==> config.mk <==
export PLATFORM = sky130hd
export DESIGN_NAME = trap_flush_ctrl
export DESIGN_NICKNAME = d
export VERILOG_FILES = /design/src/rtl/trap_flush_ctrl.sv
export SDC_FILE = /design/constraint.sdc
export NUM_CORES = 1
export LEC_CHECK = 0
export ABC_AREA = 1
export BUFFER_PORTS_ARGS = -buffer_cell sky130_fd_sc_hd__buf_2
export CAP_MARGIN = 10
export CORE_ASPECT_RATIO = 1.25
export CORE_UTILIZATION = 41
export CTS_CLUSTER_DIAMETER = 120
export DETAILED_ROUTE_END_ITERATION = 6
export GPL_ROUTABILITY_DRIVEN = 0
export PLACE_DENSITY = 0.82
export SETUP_SLACK_MARGIN = 0.3
export SLEW_MARGIN = 0
export SYNTH_ARGS = -nofsm -noshare
export SYNTH_HDL_FRONTEND = slang
export SYNTH_SLANG_ARGS = --single-unit
export TNS_END_PERCENT = 10
==> constraint.sdc <==
create_clock -name clk -period 1.4 [get_ports clk]
set_input_delay 0.21 -clock clk [delete_from_list [all_inputs] [get_ports clk]]
set_output_delay 0.21 -clock clk [all_outputs]
set_load 0.02 [all_outputs]
==> src/rtl/trap_flush_ctrl.sv <==
module trap_flush_ctrl #(
  parameter int XLEN = 32,
  parameter int CW = 2,
  parameter logic [XLEN-1:0] HANDLER_PC = 32'h4000_0040
) (
  input  logic            clk,
  input  logic            rst_n,
  input  logic [2:0]      exc_req,
  input  logic [3*CW-1:0] exc_code,
  input  logic [XLEN-1:0] pc_if,
  input  logic [XLEN-1:0] pc_id,
  input  logic [XLEN-1:0] pc_ex,
  input  logic [XLEN-1:0] pc_mem,
  input  logic            irq,
  input  logic            pipe_busy,
  output logic [3:0]      flush,
  output logic            fetch_hold,
  output logic            redirect,
  output logic [XLEN-1:0] redirect_pc,
  output logic [XLEN-1:0] epc,
  output logic [CW-1:0]   cause
);
  localparam logic [CW-1:0] CAUSE_IRQ = CW'(3);

  typedef enum logic [1:0] {S_RUN, S_DRAIN, S_REDIR} st_t;
  st_t st, st_nx;

  logic            take, irq_done;
  logic [1:0]      win;
  logic [XLEN-1:0] win_pc;
  logic [CW-1:0]   win_code;

  assign take     = (st != S_REDIR) && |exc_req;
  assign irq_done = (st == S_DRAIN) && !pipe_busy && !take;

  always_comb begin
    if (exc_req[2])      begin win = 2'd2; win_pc = pc_mem; end
    else if (exc_req[1]) begin win = 2'd1; win_pc = pc_ex;  end
    else                 begin win = 2'd0; win_pc = pc_id;  end
  end
  assign win_code = exc_code[win*CW +: CW];

  assign flush[0] = take || (st == S_DRAIN) || (st == S_REDIR);
  assign flush[1] = take;
  assign flush[2] = take && (win != 2'd0);
  assign flush[3] = take && (win == 2'd2);

  assign fetch_hold  = (st == S_DRAIN);
  assign redirect    = (st == S_REDIR);
  assign redirect_pc = redirect ? HANDLER_PC : '0;

  always_comb begin
    st_nx = st;
    if (take || irq_done)          st_nx = S_REDIR;
    else if (st == S_REDIR)        st_nx = S_RUN;
    else if (st == S_RUN && irq)   st_nx = S_DRAIN;
  end

  always_ff @(posedge clk) begin
    if (!rst_n) begin
      st    <= S_RUN;
      epc   <= '0;
      cause <= '0;
    end else begin
      st <= st_nx;
      if (take) begin
        epc   <= win_pc;
        cause <= win_code;
      end else if (irq_done) begin
        epc   <= pc_if;
        cause <= CAUSE_IRQ;
      end
    end
  end
endmodule

==> flow_summary.ini <==
[global_route]
grt_max_degree = 28
grt_pass1_wl_um = 14500
first_global_vias = 3349
grt_antenna_before_repair = 0
grt_usage_pct = 24.9
globalRouteOverflowTotal = 0

[pwr]
p_sw_mw = 1.37
comb_power_share_pct = 43.6
ir_drop_mv = 0.494
clkPwrFrac_pct = 21.6
swShare_pct = 38.5
p_int_mw = 2.18
p_seq_share_pct = 34.7
p_leak_nw = 2.63
power.density_nw_per_um2 = 858
report.power.total_mw = 3.55

[floorplanning]
die_area_um2 = 7370
start_util_pct = 43.1
row_count = 33
die_x_um = 77.0
die_h_um = 95.7
core-area_um2 = 6690
ioPinCount = 213

[sta]
fin_crit_ns = 1.42
fin_crit_sh_pct = 101
rsz0062_at_grt = yes
fmax_mhz = 706
setup_viol = 2
setup_ws_ns = -0.0165
skew_ns = 0.00588
finalMaxSlewViolations = 0
hold_viol = 0

[clock_network]
cts_max_path_buffers = 2
cts_tree = built
cts_sinks = 36
clk_pin_slew_worst_paths_ns = 0.07
htree_levels = 2
cts_made_buffers = 5
cts_root_buf = clkbuf_8
clock_latency_ns = 0.29

[logic_synthesis]
synth_edf_count = 0
netlist_area_um2 = 2880
yosysTopAreaCell = nand2_1
synth_top_flop_cell = dfxtp_1
async_flop_share_pct = 0
yosys-top-cells-area = nand2_1 (30%), dfxtp_1 (25%), nand3_1 (15%)
postSynthAreaPerCell_um2 = 5.54
synth_cells = 520
yosysSeqAreaShare_pct = 25.0
ys_warn_count = 0
synth_common_cells = nand2_1 (229), nand3_1 (86), inv_1 (65)
ys_ff_latch = 36
yosysMostFrequentCell = nand2_1
yosysTopAreaCellShare_pct = 29.8
ys_types = 21

[cells_and_area]
area_growth_pct = 43.7
fillers = 633
final_util_pct = 61.9
drive_gt1_share_pct = 34.3
diodes = 0
design_area_um2 = 4140
nNetsFinal = 845

[critical_path]
critical_path.endpoint_type = output pin
start_kind = flip-flop
critPathBufInv = 2
max_stage_delay_ns = 0.41
worstPathCellList = inv_4 -> nor2_4 -> a21oi_4 -> nor2_4 -> nand2_4 -> buf_6
slowest_stage = dfxtp_4
r2r_slack_ns = 0.03
crit_arrival_ns = 1.21
reg2reg_depth = 7
critical_path_class = flip-flop to output pin
r2r_end = epc[13]
r2r_start = st[1]
required_ns = 1.19
crit_fanout = 4
cp_common_cell = nor2_4
cpLargestDelayFamily = flip-flops

[hold_path]
min-delay-start = pc_if[0]
min_delay_path_depth = 5
min_to = epc[0]
hp-class = primary input to flip-flop

[outcome]
violations = setup timing
run_status = finished, violations left

[placement]
port_buffers = 182
placed_cell_area_um2 = 3890
hpwl_um = 7120

[detailed_routing]
drt_iter0_markers = 91
route.detailed.drc = 0
vias = 3604
viasPerCell = 4.55
drt.antenna.violating_nets = 0
drt-total-wl_um = 9160
wire_per_inst_um = 11.6
dr.pass1.iters = 4

[run]
maxCapViolations = 0
==> layer usage <==
layer	part of all wire (%)	vias up	track usage, %
li1	-	1868	-
met1	39	1570	24.6
met2	53	157	52.5
met3	6.9	9	4.93
met4	1.2	0	6.13
met5	0	-	0
==> power groups by stage <==
stage / logic (mW) / registers [mW] / clock network (mW)
final: 1.55 / 1.23 / 0.768
after global placement: 1.44 / 1.25 / 0
after CTS: 1.54 / 1.23 / 0.793
after floorplan: 0.861 / 1.41 / 0
after global routing: 1.71 / 1.25 / 0.829
after detailed placement: 1.46 / 1.25 / 0
==> worst reg2reg max path: stages (launching register included) <==
cell,delay (ns)
dfxtp_4,0.38
buf_4,0.15
nor2_4,0.16
nand2_4,0.11
a21oi_4,0.20
buf_12,0.17
nand3_1,0.10
nand2_1,0.06
==> sequential cells by signal (all words and copies together), names as in the netlist <==
register	cells
cause	2
epc	32
st	2
==> cells by family after synthesis <==
kind of cell           after synthesis  synth area share [%]
buffers and inverters              128                  23.0
other                                1                 0.130
DFF                                 36                  25.0
AOI/OAI and AO/OA                    6                  1.56
and+or+nand+nor                    349                  50.3
==> placed cells by master, fill, tap and decap left out, drive strengths merged <==
cell / instances
a21oi: 4
buf: 209
clkbuf: 8
clkinv: 1
conb: 30
dfxtp: 36
inv: 66
nand2: 231
nand3: 86
nor2: 31
nor3: 1
o21ai: 2
==> final cells by class <==
type                    count  area (um^2)  share of cell area, %
clock buffers               8         90.1                   2.18
inverters                  67          259                   6.26
multi-input cells         385         1740                   42.0
flip-flops and latches     36          728                   17.6
well taps                  87          109                   2.63
repair buffers            209         1220                   29.4
==> what timing repair did <==
action,in CTS,in global routing
pin swaps,10,7
hold buffers,0,0
endpoints found under the setup margin,44,44
resized for setup,21,7
gates cloned,0,0
setup buffers,5,2
==> worst max path at each step <==
stage	depth (start not counted)	slack, ns	start	to
final	6	-0.02	st[1]	flush[0]
after detailed placement	10	0.05	exc_req[1]	epc[0]
after CTS	6	-0.05	st[1]	flush[0]
after floorplan	6	0.18	st[1]	flush[0]
after global placement	7	0.08	exc_req[1]	flush[3]
after global routing	6	-0.08	st[1]	flush[0]
==> stage by stage <==
step                      hold slack [ns]  instances  setup TNS (ns)  setup WS [ns]
after floorplan                     0.387        549               0          0.178
after global placement              0.431        777               0         0.0756
after detailed placement            0.438        777               0         0.0473
after CTS                           0.218        790         -0.0970        -0.0477
after global routing                0.240        792          -0.501        -0.0755
final                               0.225        792         -0.0257        -0.0165
Power figures use the tool's default switching activity.
